**config.mk**
```make
export PLATFORM = sky130hd
export DESIGN_NAME = xirq_ctrl
export DESIGN_NICKNAME = d
export VERILOG_FILES = /design/src/rtl/xirq_pkg.sv /design/src/rtl/xirq_chan.sv /design/src/rtl/xirq_regs.sv /design/src/rtl/xirq_arb.sv /design/src/rtl/xirq_ctrl.sv
export SDC_FILE = /design/constraint.sdc
export NUM_CORES = 1
export LEC_CHECK = 0
export BUFFER_PORTS_ARGS = -buffer_cell sky130_fd_sc_hd__buf_2
export CORE_MARGIN = 5
export CORE_UTILIZATION = 33
export DETAILED_ROUTE_END_ITERATION = 10
export HOLD_SLACK_MARGIN = 0.05
export PLACE_DENSITY = 0.64
export SLEW_MARGIN = 10
export SYNTH_ARGS = -nofsm -noshare
export SYNTH_HDL_FRONTEND = slang
export SYNTH_SLANG_ARGS = --single-unit
```
**constraint.sdc**
```tcl
create_clock -name clk -period 2.35 [get_ports clk]
set_input_delay 0.235 -clock clk [delete_from_list [all_inputs] [get_ports clk]]
set_output_delay 0.235 -clock clk [all_outputs]
set_load 0.05 [all_outputs]
```
**src/rtl/xirq_pkg.sv**
```systemverilog
package xirq_pkg;
  localparam int NUM_SRC = 6;
  localparam int PRIO_W  = 4;
  localparam int DATA_W  = 32;
  localparam int ADDR_W  = 2;

  typedef enum logic [ADDR_W-1:0] {
    REG_SENSE = 2'd0,
    REG_PRIO  = 2'd1,
    REG_PEND  = 2'd2
  } reg_sel_e;
endpackage

```
**src/rtl/xirq_chan.sv**
```systemverilog
module xirq_chan #(
  parameter int EDGE_MIN = 3
) (
  input  logic clk,
  input  logic rst_n,
  input  logic pin_n,
  input  logic edge_mode,
  input  logic rd_pend,
  input  logic wr_pend,
  input  logic wr_bit,
  output logic pend
);
  logic s1_q, s2_q;
  logic [EDGE_MIN-1:0] hist_q, hist_d;
  logic latch_q, latch_d;
  logic arm_q, arm_d;
  logic fall;
  logic clr;

  // fall: oldest sample high, the newest EDGE_MIN samples low
  always_comb begin
    hist_d  = {hist_q[EDGE_MIN-2:0], s2_q};
    fall    = hist_q[EDGE_MIN-1] && (hist_q[EDGE_MIN-2:0] == '0) && !s2_q;
    clr     = wr_pend && arm_q && !wr_bit;
    latch_d = latch_q;
    if (clr) latch_d = 1'b0;
    if (fall && edge_mode) latch_d = 1'b1;
    arm_d = arm_q;
    if (wr_pend) arm_d = 1'b0;
    else if (rd_pend && edge_mode && latch_q) arm_d = 1'b1;
  end

  always_ff @(posedge clk or negedge rst_n) begin
    if (!rst_n) begin
      s1_q    <= 1'b1;
      s2_q    <= 1'b1;
      hist_q  <= '1;
      latch_q <= 1'b0;
      arm_q   <= 1'b0;
    end else begin
      s1_q    <= pin_n;
      s2_q    <= s1_q;
      hist_q  <= hist_d;
      latch_q <= latch_d;
      arm_q   <= arm_d;
    end
  end

  assign pend = edge_mode ? latch_q : !s2_q;

  // a latched request survives unless an armed zero-write hits it
  p_hold_r4: assert property (@(posedge clk) disable iff (!rst_n)
    (latch_q && !(wr_pend && arm_q && !wr_bit)) |=> latch_q);

  // clearing needs a prior arming read
  p_arm_first_r4: assert property (@(posedge clk) disable iff (!rst_n)
    (latch_q && !arm_q && !(fall && edge_mode)) |=> latch_q);
endmodule

```
**src/rtl/xirq_regs.sv**
```systemverilog
module xirq_regs
  import xirq_pkg::*;
#(
  parameter int N  = NUM_SRC,
  parameter int PW = PRIO_W,
  parameter int DW = DATA_W
) (
  input  logic            clk,
  input  logic            rst_n,
  input  logic [ADDR_W-1:0] addr,
  input  logic            wr,
  input  logic            rd,
  input  logic [DW-1:0]   wdata,
  input  logic [N-1:0]    pend,
  output logic [DW-1:0]   rdata,
  output logic [N-1:0]    sense,
  output logic [N*PW-1:0] prio,
  output logic            rd_pend,
  output logic            wr_pend
);
  logic [N-1:0]    sense_d;
  logic [N*PW-1:0] prio_d;
  logic            sense_en, prio_en;

  always_comb begin
    sense_en = wr && (addr == REG_SENSE);
    prio_en  = wr && (addr == REG_PRIO);
    wr_pend  = wr && (addr == REG_PEND);
    rd_pend  = rd && (addr == REG_PEND);
    sense_d  = sense_en ? wdata[N-1:0] : sense;
    prio_d   = prio_en ? wdata[N*PW-1:0] : prio;
  end

  always_ff @(posedge clk or negedge rst_n) begin
    if (!rst_n) begin
      sense <= '0;
      prio  <= '0;
    end else begin
      sense <= sense_d;
      prio  <= prio_d;
    end
  end

  always_comb begin
    rdata = '0;
    unique case (addr)
      REG_SENSE: rdata[N-1:0]    = sense;
      REG_PRIO:  rdata[N*PW-1:0] = prio;
      REG_PEND:  rdata[N-1:0]    = pend;
      default:   rdata           = '0;
    endcase
  end
endmodule

```
**src/rtl/xirq_arb.sv**
```systemverilog
module xirq_arb #(
  parameter int N       = 6,
  parameter int PW      = 4,
  parameter int SW      = 3,
  parameter logic [N-1:0] WAKE_EN = '1
) (
  input  logic [N-1:0]    pend,
  input  logic [N*PW-1:0] prio,
  input  logic [PW-1:0]   mask,
  output logic            req,
  output logic [PW-1:0]   level,
  output logic [SW-1:0]   src,
  output logic            wake_any
);
  logic [PW-1:0] best;
  logic [SW-1:0] best_src;

  // descending scan with >= lets the lower index win ties
  always_comb begin
    best     = '0;
    best_src = '0;
    wake_any = 1'b0;
    for (int i = N - 1; i >= 0; i--) begin
      if (pend[i] && (prio[i*PW +: PW] != '0) && (prio[i*PW +: PW] >= best)) begin
        best     = prio[i*PW +: PW];
        best_src = SW'(i);
      end
      if (WAKE_EN[i] && pend[i] && (prio[i*PW +: PW] > mask))
        wake_any = 1'b1;
    end
    req   = best > mask;
    level = req ? best : '0;
    src   = req ? best_src : '0;
  end
endmodule

```
**src/rtl/xirq_ctrl.sv**
```systemverilog
module xirq_ctrl
  import xirq_pkg::*;
#(
  parameter int N        = NUM_SRC,
  parameter int PW       = PRIO_W,
  parameter int DW       = DATA_W,
  parameter int EDGE_MIN = 3,
  parameter logic [N-1:0] WAKE_EN = 6'b011111
) (
  input  logic              clk,
  input  logic              rst_n,
  input  logic [N-1:0]      irq_pin_n,
  input  logic [PW-1:0]     cpu_mask,
  input  logic              standby,
  input  logic [ADDR_W-1:0] reg_addr,
  input  logic              reg_wr,
  input  logic              reg_rd,
  input  logic [DW-1:0]     reg_wdata,
  output logic [DW-1:0]     reg_rdata,
  output logic              irq_req,
  output logic [PW-1:0]     irq_level,
  output logic [$clog2(N)-1:0] irq_src,
  output logic              wake
);
  localparam int SW = $clog2(N);

  logic rst_s1, rst_s2;
  logic [N-1:0]    sense, pend;
  logic [N*PW-1:0] prio;
  logic rd_pend, wr_pend;
  logic          req_d, wake_any, wake_d;
  logic [PW-1:0] lvl_d;
  logic [SW-1:0] src_d;

  // reset asserts at once, releases on a clock edge
  always_ff @(posedge clk or negedge rst_n) begin
    if (!rst_n) begin
      rst_s1 <= 1'b0;
      rst_s2 <= 1'b0;
    end else begin
      rst_s1 <= 1'b1;
      rst_s2 <= rst_s1;
    end
  end

  xirq_regs #(.N(N), .PW(PW), .DW(DW)) u_regs (
    .clk(clk), .rst_n(rst_s2), .addr(reg_addr), .wr(reg_wr), .rd(reg_rd),
    .wdata(reg_wdata), .pend(pend), .rdata(reg_rdata), .sense(sense),
    .prio(prio), .rd_pend(rd_pend), .wr_pend(wr_pend)
  );

  for (genvar g = 0; g < N; g++) begin : g_chan
    xirq_chan #(.EDGE_MIN(EDGE_MIN)) u_chan (
      .clk(clk), .rst_n(rst_s2), .pin_n(irq_pin_n[g]), .edge_mode(sense[g]),
      .rd_pend(rd_pend), .wr_pend(wr_pend), .wr_bit(reg_wdata[g]),
      .pend(pend[g])
    );
  end

  xirq_arb #(.N(N), .PW(PW), .SW(SW), .WAKE_EN(WAKE_EN)) u_arb (
    .pend(pend), .prio(prio), .mask(cpu_mask), .req(req_d),
    .level(lvl_d), .src(src_d), .wake_any(wake_any)
  );

  assign wake_d = standby && wake_any;

  always_ff @(posedge clk or negedge rst_s2) begin
    if (!rst_s2) begin
      irq_req   <= 1'b0;
      irq_level <= '0;
      irq_src   <= '0;
      wake      <= 1'b0;
    end else begin
      irq_req   <= req_d;
      irq_level <= lvl_d;
      irq_src   <= src_d;
      wake      <= wake_d;
    end
  end

  p_above_mask_r5: assert property (@(posedge clk) disable iff (!rst_s2)
    irq_req |-> (irq_level > $past(cpu_mask)));

  p_idle_zero_r7: assert property (@(posedge clk) disable iff (!rst_s2)
    !irq_req |-> (irq_level == '0 && irq_src == '0));

  p_wake_standby_r8: assert property (@(posedge clk) disable iff (!rst_s2)
    wake |-> $past(standby));

  p_src_range_r6: assert property (@(posedge clk) disable iff (!rst_s2)
    irq_req |-> (int'(irq_src) < N));
endmodule

```
### Word level (Yosys, flattened, before mapping)

Index checks and enable logic that the tools add are counted.

* register bits after elaboration: 83
* input port bits: 49
* output and inout port bits: 41
* logic and storage cells: 204

* magnitude comparators: 12
* equal/unequal tests: 2
* multiplexer cells: 51
* reduce and logical (&&, ||, !) cells: 101

Operators with widths (number)
* $logic_and A1 B1 Y1: 64
* $mux W1: 35
* $mux W4: 7
* $gt A4 B4 Y1: 6
* $reduce_bool A2 Y1: 12
* $reduce_bool A4 Y1: 6
* $mux W3: 7
* $ge A4 B4 Y1: 5
* $mux W18: 1
* $pmux W6 S3: 1
* $logic_not A2 Y1: 7
* $logic_not A1 Y1: 12
* $ge A4 B1 Y1 const B: 1
* $eq A2 B1 Y1 const B: 1
* $eq A2 B2 Y1 const B: 1

### Depth between registers and ports, before layout

Gate-level depths: netlist of the first run.

* depth in word-level cells: 22
* depth in mapped cells: 51
* mapped depth without buffers: 50

### Hierarchy

Synthesis of the first run repeated with hierarchy kept, for this count alone.

* cells, all modules: 418
* area, all modules: 4747.1 um^2

By module, submodules not included
* xirq_arb: times used 1, cells each 211, area an instance 1584.0 um^2, seq. area each 0.0 um^2
* xirq_regs: times used 1, cells each 110, area an instance 1488.9 um^2, seq. area each 750.7 um^2
* xirq_chan: times used 6, cells each 14, area an instance 231.5 um^2, seq. area each 181.4 um^2
* xirq_ctrl: times used 1, cells each 13, area an instance 285.3 um^2, seq. area each 275.3 um^2

### Worst setup path after synthesis of the first run

Ideal clock, no wire load.

* kind: reg-to-reg
* start point: register u_regs.sense[5]
* end point: register irq_level[2]
* setup time: 119 ps
* arrival time: 9097 ps
* required time: 2231 ps
* slack: -6866 ps
* stages on the path, launching flop included: 50
* buffers on the path: 1
* clock period less this slack: 9216 ps
* path through: dfrtp_1 -> mux2i_1 -> nand2_1 -> ha_1 -> o21a_1 -> o211ai_1 -> nor3_1 -> mux2_2 -> ha_1 -> nand2b_1 -> a21o_1 -> nand3_1 -> a211oi_2 -> a211oi_4 -> mux2i_1 -> inv_1 -> ha_1 -> nand2b_1 -> [... 14 more ...] -> o21a_1 -> ha_1 -> nand2b_1 -> a21o_1 -> a21o_1 -> a21oi_1 -> nor2b_1 -> o41a_1 -> o21ai_0 -> o21a_1 -> ha_1 -> nor2b_1 -> o21ai_0 -> nand2b_1 -> a21oi_1 -> a41o_1 -> inv_1 -> and2_1

* longest elaborated chain between the ends: 21

RTL lines
* start, declared: line xirq_regs.sv:16 `output logic [N-1:0] sense,`
* start signal, assigned: line xirq_regs.sv:39 `sense <= sense_d;`
* $mux W1 (*): line xirq_chan.sv:49 `assign pend = edge_mode ? latch_q : !s2_q;`
* $logic_and A1 B1 Y1 (*) (2 in series): line xirq_arb.sv:24 `if (pend[i] && (prio[i*PW +: PW] != '0) && (prio[i*PW +: PW] >= best)) begin`
* $mux W4 (*): line xirq_arb.sv:24
* $ge A4 B4 Y1: line xirq_arb.sv:24
* $logic_and A1 B1 Y1: line xirq_arb.sv:24
* $mux W4 (*): line xirq_arb.sv:24
* $ge A4 B4 Y1: line xirq_arb.sv:24
* $logic_and A1 B1 Y1: line xirq_arb.sv:24
* [... 6 more ...]
* $mux W4 (*): line xirq_arb.sv:24
* $ge A4 B4 Y1: line xirq_arb.sv:24
* $logic_and A1 B1 Y1: line xirq_arb.sv:24
* $mux W4 (*): line xirq_arb.sv:24
* $gt A4 B4 Y1 (*): line xirq_arb.sv:31 `req = best > mask;`
* via req_d: line xirq_ctrl.sv:31 `logic req_d, wake_any, wake_d;`
* $mux W4 (*): line xirq_arb.sv:32 `level = req ? best : '0;`
* via lvl_d[2]: line xirq_ctrl.sv:32 `logic [PW-1:0] lvl_d;`
* end signal, assigned: line xirq_ctrl.sv:75 `irq_level <= lvl_d;`
* end, declared: line xirq_ctrl.sv:21 `output logic [PW-1:0] irq_level,`

Mark *: on every way through the listed nets, which the timed path passes. The rest lies on a longest branch.
A chain may end at the register's enable or synchronous reset.

### Final worst setup path of the first run

* start point: register u_regs.sense[5]
* end point: register irq_src[1]

* longest elaborated chain between the ends: 21
* elaborated cells between the ends (all ways): 26
* classes of those cells: order compare (6); mux (13); reduce/logical (7)

RTL lines
* $mux W1 (*): line xirq_chan.sv:49
* $logic_and A1 B1 Y1 (*) (2 in series): line xirq_arb.sv:24
* $mux W4 (*): line xirq_arb.sv:24
* $ge A4 B4 Y1: line xirq_arb.sv:24
* $logic_and A1 B1 Y1: line xirq_arb.sv:24
* $mux W4: line xirq_arb.sv:24
* $ge A4 B4 Y1: line xirq_arb.sv:24
* $logic_and A1 B1 Y1: line xirq_arb.sv:24
* [... 5 more ...]
* $logic_and A1 B1 Y1: line xirq_arb.sv:24
* $mux W4: line xirq_arb.sv:24
* $ge A4 B4 Y1: line xirq_arb.sv:24
* $logic_and A1 B1 Y1: line xirq_arb.sv:24
* $mux W4: line xirq_arb.sv:24
* $gt A4 B4 Y1: line xirq_arb.sv:31
* $mux W3 (*): line xirq_arb.sv:33 `src = req ? best_src : '0;`
* via src_d[1]: line xirq_ctrl.sv:33 `logic [SW-1:0] src_d;`
* end signal, assigned: line xirq_ctrl.sv:76 `irq_src <= src_d;`
* end, declared: line xirq_ctrl.sv:22 `output logic [$clog2(N)-1:0] irq_src,`

Marks and branches as above.

==> results.json, run 1 <==
{
  "worstSetupPathType": "reg2reg",
  "place_ws_ns": -6.348,
  "finalWorstSetupSlack_ns": -6.377,
  "period_needed_ns": 8.727,
  "vias": 4042,
  "crit_top_cell": "a21o_1",
  "ys_types": 61,
  "switchingPower_uw": 3335,
  "hold_viol": 0,
  "synth.yosys.seq_area_share": 0.4518,
  "clk_pin_slew_worst_paths_ns": 0.07,
  "p_seq_frac": 0.212,
  "crit_slowest_cell": "a2111oi_4",
  "syn_to_final_growth_pct": 47.66,
  "wl_per_cell_um": 16.35,
  "synth_compound_area_frac": 0.1377,
  "dr.pass1.iters": 5,
  "postSynthCellCount": 417,
  "synth_edf_count": 0,
  "fp.dieW_um": 129.1,
  "synth_top_family_by_area": "simple AND/OR/NAND/NOR gates",
  "ir_drop_mv": 0.5993,
  "clk_latency_ns": 0.34,
  "h-tree-depth": 3,
  "arrival_ns": 8.96,
  "p_comb_frac": 0.624,
  "violations": "setup timing",
  "worst_slew_pin_slew_ns": 0.5481,
  "grt_pass1_vias": 4313,
  "drv_cap": 0,
  "rows": 43,
  "dpl.hpwl_um": 10090,
  "worstHoldStart": "reg_wdata[16]",
  "end_kind": "flip-flop",
  "setup_viol": 8,
  "final_area_um2": 6912,
  "synth-async-reset-ratio": 1.000,
  "p_clk_frac": 0.164,
  "synth-adder-area-share": 0.1144,
  "ys_ff_latch": 83,
  "drtIter0Drc": 186,
  "swShare": 0.3802,
  "postPlaceCellArea_um2": 6155,
  "p_int_uw": 5436,
  "max_stage_delay_ns": 0.44,
  "routed_via_density": 4.929,
  "cts_buffers": 9,
  "n_antenna_cell": 0,
  "fin_skew_ns": 0.008989,
  "maxSlewViolCount": 0,
  "hold_path_class": "in2reg",
  "grt_usage": 0.1656,
  "fin_crit_sh": 3.714,
  "cts_tree": "built",
  "synthFlopType": "dfrtp_1",
  "synth_most_common_cell": "dfrtp_1",
  "overflow": 0,
  "r2r-start": "u_regs.sense[5]",
  "synth_xor_area_frac": 0,
  "antenna_found_initial": 0,
  "syn_area_per_cell_um2": 11.22,
  "p_leak_uw": 0.003405,
  "layout-drive-gt1-share": 0.5422,
  "io_pins": 90,
  "required_ns": 2.58,
  "core_area_um2": 13880,
  "cts.sinks": 83,
  "cp-startpoint": "u_regs.sense[5]",
  "yosysWarningCount": 0,
  "ant_nets": 0,
  "synthSimpleGateAreaFrac": 0.1593,
  "grt_max_degree": 46,
  "place_congestion": 0.8907,
  "muxShareOfSynthArea": 0.1008,
  "rsz0062_at_grt": "yes",
  "slew_headroom": 0.6324,
  "fmax_ghz": 0.1146,
  "layout.nets": 726,
  "status": "complete, but fails checks",
  "powerDensity_nw_per_um2": 1269,
  "routed_wl_um": 13410,
  "initial_core_util": 0.3372,
  "hold_ws_ns": 0.1191,
  "grt_pass1_wl_um": 21710,
  "portBuffers": 73,
  "synthTopCellsByCount": "dfrtp_1 (53), ha_1 (42), mux2_2 (33)",
  "root_buffer": "clkbuf_16",
  "cts_max_path_buffers": 2,
  "fill_cells": 1259,
  "yosys.area.top_type_share": 0.2833,
  "syn_area_um2": 4681,
  "cp_max_fo": 5,
  "synth.area.top_cells": "dfrtp_1 (28%), dfstp_2 (17%), ha_1 (11%)",
  "die_h_um": 129.1,
  "die_area_um2": 16670,
  "drcViolationCount": 0,
  "synth_top_area_cell": "dfrtp_1",
  "crit_path_start_kind": "flip-flop"
}
==> worst paths after layout <==
check                                        endpoint  slack, ns  cells past startpoint
setup / recovery                           irq_src[1]      -6.38                     41
hold / removal                        u_regs.prio[16]       0.12                      2
setup reg to reg                           irq_src[1]      -6.38                     41
hold reg to reg                g_chan[3].u_chan.arm_q       0.30                      0
max in group asynchronous  g_chan[2].u_chan.hist_q[2]       1.39                      1
min in group asynchronous                      rst_s1       0.19                      2
==> through the flow <==
stage / TNS, ns / power (uW) / instances / utilization
floorplan: -48.39 / 4462 / 424 / -
global placement: -48.07 / 6126 / 775 / 0.4434
detailed placement: -50.29 / 6261 / 775 / 0.4434
CTS: -48.78 / 8203 / 814 / 0.4845
global route: -53.75 / 9354 / 820 / 0.4979
finish: -50.49 / 8770 / 820 / 0.4979
==> state kept, by name, summed over array words and instances, names as in the netlist <==
register / cells
g_chan.u_chan.arm_q: 6
g_chan.u_chan.s1_q: 6
irq_src: 3
rst_s1: 1
g_chan.u_chan.latch_q: 6
g_chan.u_chan.s2_q: 6
u_regs.sense: 6
u_regs.prio: 24
g_chan.u_chan.hist_q: 18
wake: 1
irq_req: 1
rst_s2: 1
irq_level: 4
==> cell families (layout without fill, tap and decap cells) <==
family | after synthesis | after routing
muxes | 43 | 43
DFF | 83 | 83
and+or+nand+nor | 127 | 127
adders and majority gates | 43 | 43
other | 2 | 9
buffers and inverters | 35 | 251
AOI/OAI and AO/OA | 84 | 84
==> worst max-delay path: cells and delay by family (launching register included) <==
family / cells / cell delay (ns)
buf+inv: 3 / 0.51
fa+ha+maj: 7 / 1.81
compound gates: 18 / 3.32
simple gates: 10 / 1.62
flops: 1 / 0.40
mux: 3 / 0.97
==> routing by layer <==
| layer | vias up | wire length (um) | global-route usage |
|---|---|---|---|
| met1 | 1968 | 5990 | 0.2168 |
| met2 | 111 | 6360 | 0.2680 |
| met4 | 0 | 297 | 0.05621 |
| met5 | - | 0 | 0 |
| met3 | 24 | 762 | 0.04246 |
| li1 | 1939 | - | - |
==> layout make-up <==
class | count | area (um^2) | share of cell area
Tap cell | 180 | 225.2 | 0.03259
Clock inverter | 7 | 77.57 | 0.01122
Sequential cell | 83 | 2118 | 0.3065
Multi-Input combinational cell | 306 | 2711 | 0.3923
Timing Repair Buffer | 217 | 1484 | 0.2147
Clock buffer | 9 | 225.2 | 0.03259
Inverter | 18 | 70.07 | 0.01014
==> repair_timing <==
| item | CTS | global route |
|---|---|---|
| endpoints found under the hold margin | 8 | 0 |
| gates resized for setup | 16 | 26 |
| setup endpoints to repair | 8 | 8 |
| setup buffers | 16 | 6 |
| pin swaps | 17 | 27 |
| hold buffers | 7 | 0 |
==> layout by cell type (no fill, tap or decap), types with 8 or more instances in the layout <==
cell	synthesis	layout
dfstp_2	30	30
nand2_1	21	16
nor2b_1	14	11
o21ai_0	15	10
buf_4	8	134
mux2i_1	10	8
buf_2	0	73
ha_1	42	36
mux2_2	33	31
dfrtp_1	53	52
clkbuf_16	0	9
nor2_1	17	16
and2_1	22	19
inv_1	18	16
conb_1	2	9
==> power groups by stage <==
stage	sequential, uW	clock, uW	combinational (uW)
6_report	1860	1440	5470
4_1_cts	1850	1490	4860
3_5_place_dp	1880	0	4390
3_3_place_gp	1870	0	4260
5_1_grt	1890	1540	5920
2_1_floorplan	2050	0	2410
Power figures use the tool's default switching activity.
==> run 2: changes to the inputs <==
--- a/config.mk
+++ b/config.mk
@@ -14,4 +14,5 @@
 export SLEW_MARGIN = 10
 export SYNTH_ARGS = -nofsm -noshare
 export SYNTH_HDL_FRONTEND = slang
+export SYNTH_HIERARCHICAL = 1
 export SYNTH_SLANG_ARGS = --single-unit
==> results.json, run 2 <==
{
  "status": "complete, but fails checks",
  "violations": "setup timing",
  "layout-drive-gt1-share": 0.5552,
  "antenna_found_initial": 0,
  "ant_nets": 0,
  "portBuffers": 73,
  "p_leak_uw": 0.003321,
  "required_ns": 2.60,
  "core_area_um2": 13990,
  "crit_slowest_cell": "or4b_4",
  "yosysWarningCount": 6,
  "rows": 43,
  "crit_path_start_kind": "flip-flop",
  "cts_max_path_buffers": 2,
  "die_h_um": 129.9,
  "synthFlopType": "dfrtp_1",
  "wl_per_cell_um": 16.58,
  "mostFrequentLayoutCell": "buf_4",
  "clk_pin_slew_worst_paths_ns": 0.06,
  "worst_slew_pin_slew_ns": 0.5030,
  "worstSetupPathType": "reg2reg",
  "vias": 4094,
  "drtIter0Drc": 219,
  "synthTopCellsByCount": "dfrtp_1 (53), ha_1 (42), dfstp_2 (30)",
  "arrival_ns": 8.83,
  "root_buffer": "clkbuf_16",
  "drv_cap": 0,
  "grt_pass1_vias": 4345,
  "synth_most_common_cell": "dfrtp_1",
  "yosys.area.top_type_share": 0.2794,
  "io_pins": 90,
  "ys_types": 68,
  "period_needed_ns": 8.579,
  "cts_tree": "built",
  "synth.yosys.seq_area_share": 0.4454,
  "top_register": "u_regs/prio",
  "reg.largest.list": "u_regs/prio (24), g_chan.u_chan/hist_q (18)",
  "max_stage_delay_ns": 0.46,
  "die_area_um2": 16880,
  "multi_input_area_um2": 2824,
  "drcViolationCount": 0,
  "powerDensity_nw_per_um2": 1219,
  "grt_usage": 0.1662,
  "layout_common_cells": "buf_4 (126), buf_2 (73), dfrtp_1 (51)",
  "fp.dieW_um": 129.9,
  "fin_crit_sh": 3.650,
  "postSynthCellCount": 418,
  "initial_core_util": 0.3394,
  "routed_via_density": 5.029,
  "fin_util": 0.4976,
  "grt_pass1_wl_um": 21890,
  "timing.setup.tns_ns": -49.64,
  "synth.area.top_cells": "dfrtp_1 (28%), dfstp_2 (17%), ha_1 (11%)",
  "routed_wl_um": 13500,
  "syn_area_per_cell_um2": 11.36,
  "overflow": 0,
  "rsz0062_at_grt": "yes",
  "hold_viol": 0,
  "worst-r2r-setup-slack_ns": -6.23,
  "fill_cells": 1260,
  "h-tree-depth": 3,
  "dpl.hpwl_um": 10290,
  "finalWorstSetupSlack_ns": -6.229,
  "largest_reg_flops": 24,
  "syn_area_um2": 4747,
  "cp_max_fo": 5,
  "setup_viol": 8,
  "synth_top_area_cell": "dfrtp_1",
  "fin_skew_ns": 0.01041,
  "grt_max_degree": 46,
  "layout.nets": 720,
  "cts_buffers": 9,
  "n_antenna_cell": 0,
  "place_congestion": 0.8794,
  "syn_to_final_growth_pct": 46.63,
  "seq_area_um2": 2120,
  "end_kind": "flip-flop",
  "cts.sinks": 83,
  "maxSlewViolCount": 0,
  "slew_headroom": 0.6603,
  "synth_edf_count": 0,
  "ys_ff_latch": 83,
  "fmax_ghz": 0.1166,
  "clk_latency_ns": 0.35,
  "dr.pass1.iters": 4,
  "hold_path_class": "in2reg",
  "synth-async-reset-ratio": 1.000,
  "ir_drop_mv": 0.6677
}
run 2: changes by cell type after synthesis, sizes merged, moves of 5 or more:
cell and delta:
nor2b -7, clkbuf -7, o21a -5, o21ai +5
a21oi +6, o2bb2ai +6, buf +7
run 2: per-stage QoR:
stage                     std cells  cell area [um^2]  power, uW  setup slack, ns  hold WS (ns)
after floorplan                 425              4911       4372           -6.227      -0.06059
after global placement          767              6190       5907           -6.060       0.02027
after detailed placement        767              6190       6036           -6.377       0.02162
after CTS                       804              6777       8055           -6.183       0.08868
after global routing            814              6960       9045           -6.621       0.09732
final                           814              6960       8485           -6.229       0.09897
run 2: area by class of cell:
type,instances,area share
Clock buffer,12,0.03703
Clock inverter,4,0.004494
Inverter,18,0.009707
Multi-Input combinational cell,307,0.4057
Sequential cell,83,0.3045
Tap cell,180,0.03236
Timing Repair Buffer,210,0.2062
run 2: repair_timing:
item	4_1_cts	5_1_grt
resized for setup	24	24
setup buffers	14	10
endpoints found under the hold margin	8	0
hold buffers	7	0
pin swaps	23	21
setup endpoints to repair	8	9
run 2: cells by family after synthesis:
group           after synthesis  share of synthesized area
compound gates               97                     0.1473
mux                          38                    0.08803
other cells                   2                   0.001582
simple gates                121                     0.1674
buf+inv                      35                    0.03953
flops                        83                     0.4454
fa+ha+maj                    42                     0.1107
run 2: worst max-delay path, delay by kind of cell, from the launching register on:
family | cells | cell delay (ns)
AO/OA/AOI/OAI | 21 | 3.83
AND/OR/NAND/NOR | 16 | 2.45
adder cells (fa/ha/maj) | 6 | 1.54
flip-flops | 1 | 0.44
buffers and inverters | 2 | 0.21
run 2: routing by layer:
layer | global-route usage | wire, um | up-vias | part of all wire
met5 | 0 | 0 | - | 0
met4 | 0.05623 | 238 | 0 | 0.018
met3 | 0.03766 | 956 | 19 | 0.071
met2 | 0.2760 | 6456 | 117 | 0.48
met1 | 0.2146 | 5849 | 2003 | 0.43
li1 | - | - | 1955 | -
run 2: worst paths after layout:
path,end,startpoint,cells after the start
max,irq_level[3],u_regs/sense[5],45
max in group asynchronous,g_chan[2].u_chan/hist_q[2],rst_s2,1
min reg2reg,g_chan[0].u_chan/arm_q,rst_s2,0
min in group asynchronous,rst_s2,rst_n,2
min,u_regs/prio[19],reg_wdata[19],2
max reg2reg,irq_level[3],u_regs/sense[5],45
run 2: where the power goes:
| group | switching [uW] | internal (uW) |
|---|---|---|
| Clock | 575 | 789 |
| Sequential | 150 | 1700 |
| Combinational | 2530 | 2740 |
| Total | 3250 | 5230 |
